$ cat src/rtl/intc_pkg.sv
package intc_pkg;

  typedef enum logic [1:0] {
    ST_IDLE = 2'd0,
    ST_SORT = 2'd1,
    ST_HOLD = 2'd2
  } sort_st_e;

  localparam int PATH_NORM = 0;
  localparam int PATH_FAST = 1;

  // True when candidate a outranks candidate b: smaller priority wins,
  // equal priority falls to the smaller source number.
  function automatic logic outranks(input logic [7:0] pa, input int unsigned na,
                                    input logic [7:0] pb, input int unsigned nb);
    return (pa < pb) || ((pa == pb) && (na < nb));
  endfunction

  // Builds a status word: low field kept, all bits from fw upward set on spurious.
  function automatic logic [31:0] pack_status(input logic [31:0] field, input logic spur,
                                              input int unsigned fw);
    logic [31:0] hi;
    hi = ~32'd0 << fw;
    return spur ? (hi | (field & ~hi)) : (field & ~hi);
  endfunction

endpackage

$ cat src/rtl/intc_pick.sv
module intc_pick #(
  parameter int NUM_SRC = 96,
  parameter int PRIO_W  = 6,
  parameter int NUM_W   = 7
) (
  input  logic [NUM_SRC-1:0]             elig,
  input  logic [NUM_SRC-1:0][PRIO_W-1:0] prio,
  output logic                           any,
  output logic [NUM_W-1:0]               win_num,
  output logic [PRIO_W-1:0]              win_prio
);
  import intc_pkg::*;

  always_comb begin
    any      = 1'b0;
    win_num  = '0;
    win_prio = '0;
    for (int i = 0; i < NUM_SRC; i++) begin
      if (elig[i]) begin
        if (!any || outranks(8'(prio[i]), i, 8'(win_prio), int'(win_num))) begin
          win_num  = NUM_W'(i);
          win_prio = prio[i];
        end
        any = 1'b1;
      end
    end
  end

endmodule

$ cat src/rtl/intc_sorter.sv
module intc_sorter #(
  parameter int NUM_SRC     = 96,
  parameter int PRIO_W      = 6,
  parameter int NUM_W       = 7,
  parameter int SORT_CYCLES = 10
) (
  input  logic                           clk,
  input  logic                           rst_n,
  input  logic [NUM_SRC-1:0]             elig,
  input  logic [NUM_SRC-1:0][PRIO_W-1:0] prio,
  input  logic                           ack,
  output logic                           out,
  output logic [31:0]                    act_w,
  output logic [31:0]                    pri_w,
  output logic                           ev_start,
  output logic                           ev_done,
  output logic                           ev_spur
);
  import intc_pkg::*;

  localparam int CNT_W = $clog2(SORT_CYCLES + 1);

  sort_st_e           st_q;
  logic [CNT_W-1:0]   cnt_q;
  logic               out_q;
  logic               spur_q;
  logic [NUM_W-1:0]   num_q;
  logic [PRIO_W-1:0]  prio_q;

  logic               pick_any;
  logic [NUM_W-1:0]   pick_num;
  logic [PRIO_W-1:0]  pick_prio;

  intc_pick #(.NUM_SRC(NUM_SRC), .PRIO_W(PRIO_W), .NUM_W(NUM_W)) u_pick (
    .elig     (elig),
    .prio     (prio),
    .any      (pick_any),
    .win_num  (pick_num),
    .win_prio (pick_prio)
  );

  assign ev_start = (st_q == ST_IDLE) && pick_any;
  assign ev_done  = (st_q == ST_SORT) && (cnt_q == CNT_W'(SORT_CYCLES - 1));
  assign ev_spur  = ev_done && !pick_any;

  always_ff @(posedge clk) begin
    if (!rst_n) begin
      st_q   <= ST_IDLE;
      cnt_q  <= '0;
      out_q  <= 1'b0;
      spur_q <= 1'b0;
      num_q  <= '0;
      prio_q <= '0;
    end else begin
      case (st_q)
        ST_IDLE: begin
          if (ev_start) begin
            st_q  <= ST_SORT;
            cnt_q <= '0;
          end
        end
        ST_SORT: begin
          if (ev_done) begin
            if (pick_any) begin
              num_q  <= pick_num;
              prio_q <= pick_prio;
              spur_q <= 1'b0;
              out_q  <= 1'b1;
              st_q   <= ST_HOLD;
            end else begin
              spur_q <= 1'b1;
              st_q   <= ST_IDLE;
            end
          end else begin
            cnt_q <= cnt_q + 1'b1;
          end
        end
        ST_HOLD: begin
          if (ack) begin
            out_q <= 1'b0;
            st_q  <= ST_IDLE;
          end
        end
        default: st_q <= ST_IDLE;
      endcase
    end
  end

  assign out   = out_q;
  assign act_w = pack_status(32'(num_q), spur_q, NUM_W);
  assign pri_w = pack_status(32'(prio_q), spur_q, NUM_W);

endmodule

$ cat src/rtl/intc_regs.sv
module intc_regs #(
  parameter int NUM_SRC = 96,
  parameter int PRIO_W  = 6,
  parameter int ADDR_W  = 8
) (
  input  logic                           clk,
  input  logic                           rst_n,
  input  logic                           bus_we,
  input  logic [ADDR_W-1:0]              bus_addr,
  input  logic [31:0]                    bus_wdata,
  output logic [31:0]                    bus_rdata,
  input  logic [1:0][31:0]               act_w,
  input  logic [1:0][31:0]               pri_w,
  output logic [NUM_SRC-1:0]             mask,
  output logic [NUM_SRC-1:0]             sws,
  output logic [NUM_SRC-1:0]             lvl_fast,
  output logic [NUM_SRC-1:0][PRIO_W-1:0] lvl_prio,
  output logic [1:0]                     ack
);
  localparam int MW     = (NUM_SRC + 31) / 32;
  localparam int CTRL_A = 4;
  localparam int MASK_B = 8;
  localparam int SET_B  = MASK_B + MW;
  localparam int CLR_B  = SET_B + MW;
  localparam int SWS_B  = CLR_B + MW;
  localparam int SWC_B  = SWS_B + MW;
  localparam int LVL_B  = 64;
  localparam logic [MW*32-1:0] VALID = (MW*32)'({NUM_SRC{1'b1}});

  logic [MW*32-1:0]              mask_q, sws_q;
  logic [NUM_SRC-1:0]            fast_q;
  logic [NUM_SRC-1:0][PRIO_W-1:0] prio_q;

  function automatic logic hit(input logic [ADDR_W-1:0] a, input int unsigned target);
    return a == ADDR_W'(target);
  endfunction

  always_ff @(posedge clk) begin
    if (!rst_n) begin
      mask_q <= VALID;
      sws_q  <= '0;
      fast_q <= '0;
      prio_q <= '0;
    end else if (bus_we) begin
      for (int w = 0; w < MW; w++) begin
        if (hit(bus_addr, MASK_B + w)) mask_q[w*32 +: 32] <= bus_wdata & VALID[w*32 +: 32];
        if (hit(bus_addr, SET_B + w))
          mask_q[w*32 +: 32] <= mask_q[w*32 +: 32] | (bus_wdata & VALID[w*32 +: 32]);
        if (hit(bus_addr, CLR_B + w)) mask_q[w*32 +: 32] <= mask_q[w*32 +: 32] & ~bus_wdata;
        if (hit(bus_addr, SWS_B + w))
          sws_q[w*32 +: 32] <= sws_q[w*32 +: 32] | (bus_wdata & VALID[w*32 +: 32]);
        if (hit(bus_addr, SWC_B + w)) sws_q[w*32 +: 32] <= sws_q[w*32 +: 32] & ~bus_wdata;
      end
      for (int n = 0; n < NUM_SRC; n++) begin
        if (hit(bus_addr, LVL_B + n)) begin
          fast_q[n] <= bus_wdata[0];
          prio_q[n] <= bus_wdata[PRIO_W+1:2];
        end
      end
    end
  end

  assign ack = (bus_we && hit(bus_addr, CTRL_A)) ? bus_wdata[1:0] : 2'b00;

  always_comb begin
    bus_rdata = '0;
    if (hit(bus_addr, 0)) bus_rdata = act_w[0];
    if (hit(bus_addr, 1)) bus_rdata = pri_w[0];
    if (hit(bus_addr, 2)) bus_rdata = act_w[1];
    if (hit(bus_addr, 3)) bus_rdata = pri_w[1];
    for (int w = 0; w < MW; w++) begin
      if (hit(bus_addr, MASK_B + w) || hit(bus_addr, SET_B + w) || hit(bus_addr, CLR_B + w))
        bus_rdata = mask_q[w*32 +: 32];
      if (hit(bus_addr, SWS_B + w) || hit(bus_addr, SWC_B + w))
        bus_rdata = sws_q[w*32 +: 32];
    end
    for (int n = 0; n < NUM_SRC; n++) begin
      if (hit(bus_addr, LVL_B + n)) bus_rdata = 32'({prio_q[n], 1'b0, fast_q[n]});
    end
  end

  assign mask     = mask_q[NUM_SRC-1:0];
  assign sws      = sws_q[NUM_SRC-1:0];
  assign lvl_fast = fast_q;
  assign lvl_prio = prio_q;

endmodule

$ cat src/rtl/intc_sort.sv
module intc_sort #(
  parameter int NUM_SRC     = 96,
  parameter int PRIO_W      = 6,
  parameter int SORT_CYCLES = 10,
  parameter int ADDR_W      = 8
) (
  input  logic               clk,
  input  logic               rst_n,
  input  logic [NUM_SRC-1:0] src_i,
  input  logic               bus_we,
  input  logic [ADDR_W-1:0]  bus_addr,
  input  logic [31:0]        bus_wdata,
  output logic [31:0]        bus_rdata,
  output logic               irq_o,
  output logic               fiq_o
);
  import intc_pkg::*;

  localparam int NUM_W = $clog2(NUM_SRC);
  localparam int FLG_W = 32 - NUM_W;

  logic [NUM_SRC-1:0]             mask, sws, lvl_fast, pend;
  logic [NUM_SRC-1:0][PRIO_W-1:0] lvl_prio;
  logic [1:0]                     ack, path_out, ev_start, ev_done, ev_spur;
  logic [1:0][31:0]               act_w, pri_w;
  logic [1:0][FLG_W-1:0]          act_flg, pri_flg;

  intc_regs #(.NUM_SRC(NUM_SRC), .PRIO_W(PRIO_W), .ADDR_W(ADDR_W)) u_regs (
    .clk       (clk),
    .rst_n     (rst_n),
    .bus_we    (bus_we),
    .bus_addr  (bus_addr),
    .bus_wdata (bus_wdata),
    .bus_rdata (bus_rdata),
    .act_w     (act_w),
    .pri_w     (pri_w),
    .mask      (mask),
    .sws       (sws),
    .lvl_fast  (lvl_fast),
    .lvl_prio  (lvl_prio),
    .ack       (ack)
  );

  assign pend = src_i | sws;

  for (genvar p = 0; p < 2; p++) begin : g_path
    logic [NUM_SRC-1:0] elig;
    assign elig = pend & ~mask & ((p == PATH_FAST) ? lvl_fast : ~lvl_fast);

    intc_sorter #(
      .NUM_SRC(NUM_SRC), .PRIO_W(PRIO_W), .NUM_W(NUM_W), .SORT_CYCLES(SORT_CYCLES)
    ) u_sort (
      .clk      (clk),
      .rst_n    (rst_n),
      .elig     (elig),
      .prio     (lvl_prio),
      .ack      (ack[p]),
      .out      (path_out[p]),
      .act_w    (act_w[p]),
      .pri_w    (pri_w[p]),
      .ev_start (ev_start[p]),
      .ev_done  (ev_done[p]),
      .ev_spur  (ev_spur[p])
    );

    assign act_flg[p] = act_w[p][31:NUM_W];
    assign pri_flg[p] = pri_w[p][31:NUM_W];
  end

  assign irq_o = path_out[PATH_NORM];
  assign fiq_o = path_out[PATH_FAST];

endmodule

$ cat config.mk
export PLATFORM = sky130hd
export DESIGN_NAME = intc_sort
export DESIGN_NICKNAME = d
export VERILOG_FILES = /design/src/rtl/intc_pkg.sv /design/src/rtl/intc_pick.sv /design/src/rtl/intc_sorter.sv /design/src/rtl/intc_regs.sv /design/src/rtl/intc_sort.sv
export SDC_FILE = /design/constraint.sdc
export NUM_CORES = 2
export LEC_CHECK = 0
export ABC_CLOCK_PERIOD_IN_PS = 611500
export CELL_PAD_IN_SITES_DETAIL_PLACEMENT = 0
export CELL_PAD_IN_SITES_GLOBAL_PLACEMENT = 1
export CORE_MARGIN = 3
export CORE_UTILIZATION = 35
export DETAILED_ROUTE_END_ITERATION = 12
export DONT_BUFFER_PORTS = 1
export PLACE_DENSITY = 0.7
export SYNTH_ARGS = -nofsm -noshare
export SYNTH_HDL_FRONTEND = slang
export SYNTH_SLANG_ARGS = --single-unit
$ cat constraint.sdc
create_clock -name clk -period 611.5 [get_ports clk]
set_input_delay 122.3 -clock clk [delete_from_list [all_inputs] [get_ports clk]]
set_output_delay 122.3 -clock clk [all_outputs]
set_load 0.03 [all_outputs]
==> flow_metrics.env <==
export IMPL_p_int_uw=105.9
export IMPL_p_clk_frac=0.448
export IMPL_slew_headroom=-0.9624
export IMPL_pwr_share_comb=0.157
export IMPL_vias=113700
export IMPL_seq_power_share=0.395
export IMPL_gp_congestion=1.003
export IMPL_cts_inserted_buffers=108
export IMPL_p_per_area_nw_per_um2=1.343
export IMPL_ys_flop_type="dfxtp_1"
export IMPL_netlist_area_um2=107300
export IMPL_setup_viol=0
export IMPL_ys_async_sr_fraction=0
export IMPL_period_share=0.5106
export IMPL_hold_slack_ps=458.0
export IMPL_cts_resized=0
export IMPL_cts_hold_buf=0
export IMPL_synthDistinctLibCells=218
export IMPL_placementRows=202
export IMPL_grt_pass1_vias=102200
export IMPL_synth_nets=15430
export IMPL_cts_tree="done"
export IMPL_hold_viol=0
export IMPL_synth_area_per_cell_um2=7.350
export IMPL_rsz0062_at_grt="no"
export IMPL_drt_initial_drc_count=14800
export IMPL_r2r_end="g_path[0].u_sort.prio_q[5]$_SDFFE_PN0P_"
export IMPL_area_growth_pct=4.529
export IMPL_cts_setup_buffers=0
export IMPL_drc=0
export IMPL_fillers=32550
export IMPL_synth_enable_flop_cells=0
export IMPL_start_util=0.3531
export IMPL_clk_pin_slew_ps=60
export IMPL_grt_start_max_net_pins=838
export IMPL_port_buffers=0
export IMPL_cts_root_buf="clkbuf_16"
export IMPL_p_total_uw=150.6
export IMPL_yosysWarnings=0
export IMPL_synth_seq_cells=906
export IMPL_grt_util_all_layers=0.3045
export IMPL_worst_pin_slew_ps=2944
export IMPL_die_h_um=559.6
export IMPL_r2r_slack_ps=420200
export IMPL_worst_skew_pair_late_latency_ps=770
export IMPL_switching_share=0.2961
export IMPL_p_sw_uw=44.59
export IMPL_cts_sinks=906
export IMPL_final_core_util=0.3690
export IMPL_layout_setup_ws_ps=299250
export IMPL_violations="max-slew violations"
export IMPL_vdd_drop_max_mv=0.001996
export IMPL_ios=173
export IMPL_coreArea_um2=303800
export IMPL_leakage_nw=41.47
export IMPL_dr_pass1_iters=9
export IMPL_outcome="complete, but fails checks"
export IMPL_holdPathStages=2
export IMPL_cts_buffer_depth=3
export IMPL_seq_area_frac_synth=0.1691
export IMPL_ant_nets=0
export IMPL_grt_pass1_wl_um=726400
export IMPL_vias_per_cell=6.197
export IMPL_setup_tns_ps=0
export IMPL_wl_per_cell_um=27.57
export IMPL_drive_gt1_frac=0.1404
export IMPL_place_detailed_hpwl_um=390200
export IMPL_htreeDepth=3
export IMPL_fin_crit_ps=312250
export IMPL_dpl_worst_slack_ps=301700
export IMPL_fin_nets=14930
export IMPL_hp_start="g_path[1].u_sort.num_q[5]$_SDFFE_PN0P_"
export IMPL_syn_inst=14590
export IMPL_dieArea_um2=313100
export IMPL_fp_dieW_um=559.6
export IMPL_finClkSkew_ps=39.09
export IMPL_gr_total_overflow=0
export IMPL_antenna_found_initial=87
export IMPL_totalWireLength_um=505500
export IMPL_maxSlewViolCount=963
export IMPL_min_path_type="reg -> reg"
export IMPL_max_freq_mhz=3.203
export IMPL_r2r_cells=819
export IMPL_maxCapViolations=0
## routing by layer
metal | vias up | share of wire | track usage
met5 | - | 0.00016 | 0
met4 | 14 | 0.071 | 0.1923
met3 | 965 | 0.10 | 0.06842
met2 | 5356 | 0.41 | 0.4391
met1 | 54700 | 0.42 | 0.4070
li1 | 52630 | - | -
## cells in the mapped netlist, drive strengths merged (93+ instances only)
cell,number,area (µm²)
a221oi,104,1020
or3,131,972.2
nand4,126,800.8
clkbuf,660,4215
nand3,1028,5220
or2,121,774.5
o21a,124,988.5
a21oi,819,4309
o31ai,111,1037
ha,702,8783
nor2,1268,4875
dfxtp,906,18140
mux2i,336,3545
or2b,93,803.3
a21o,237,1956
nand2,2188,8298
o211ai,134,1157
a31oi,210,1505
and2,152,1117
buf,122,1145
a21boi,678,5146
and3,102,740.7
a211oi,225,1912
o21ai,962,4991
nor3,296,1612
a22oi,173,1366
mux2,212,2549
inv,750,2815
## power by group through the flow
stage	Clock [mW]	Combinational [mW]	Sequential (mW)
final	0.0675	0.0236	0.0595
after global routing	0.0696	0.0255	0.0595
after CTS	0.0674	0.0222	0.0595
after detailed placement	0	0.0221	0.0608
after global placement	0	0.0222	0.0608
after floorplan	0	0.0188	0.0606
## how the worst min path moves through the flow
stage / to / slack (ps)
floorplan: g_path[1].u_sort.num_q[5]$_SDFFE_PN0P_ / 430
global placement: g_path[1].u_sort.num_q[5]$_SDFFE_PN0P_ / 450
detailed placement: g_path[1].u_sort.num_q[5]$_SDFFE_PN0P_ / 440
CTS: g_path[1].u_sort.num_q[5]$_SDFFE_PN0P_ / 460
global route: g_path[1].u_sort.num_q[5]$_SDFFE_PN0P_ / 500
finish: g_path[1].u_sort.num_q[5]$_SDFFE_PN0P_ / 460
## per-stage QoR
| step | instances | cell area (µm²) |
|---|---|---|
| final | 18340 | 112100 |
| after global routing | 18310 | 112000 |
| after CTS | 18250 | 111800 |
| after detailed placement | 18060 | 108200 |
| after global placement | 18060 | 108200 |
| after floorplan | 14590 | 107300 |
## kinds of logic after synthesis
logic type | share of synthesized area
adders and majority gates | 0.09049
DFF | 0.1691
muxes | 0.05723
and+or+nand+nor | 0.2683
buffers and inverters | 0.08082
xor gates and xnor gates | 0.009612
AOI/OAI and AO/OA | 0.3245
## placed cells by master, fill, tap and decap left out, types with 184 or more instances in the layout
cell,instances
o21ai_0,857
a21boi_0,659
mux2i_1,304
nand3_1,1013
a21oi_1,767
dfxtp_1,906
nor3_1,271
buf_4,203
inv_1,747
nor2_1,1232
a31oi_1,184
nand2_1,2162
a211oi_1,188
ha_1,702
## worst reg2reg max path, delay by kind of cell, from the launching register on
family	cells	cell delay (ps)
adder cells (fa/ha/maj)	120	33920
buffers and inverters	43	3470
multiplexers	45	13870
flip-flops	1	510
AO/OA/AOI/OAI	388	96850
AND/OR/NAND/NOR	223	42620
## final cells by class
type	instances	area, µm²	share of cell area
Antenna cell	84	210.2	0.001875
Clock inverter	38	467.9	0.004174
Multi-Input combinational cell	12120	80640	0.7192
Inverter	753	2840	0.02533
Tap cell	4080	5105	0.04553
Sequential cell	906	18140	0.1618
Timing Repair Buffer	205	1579	0.01408
Clock buffer	157	3137	0.02798
(Power assumes the default switching activity.)
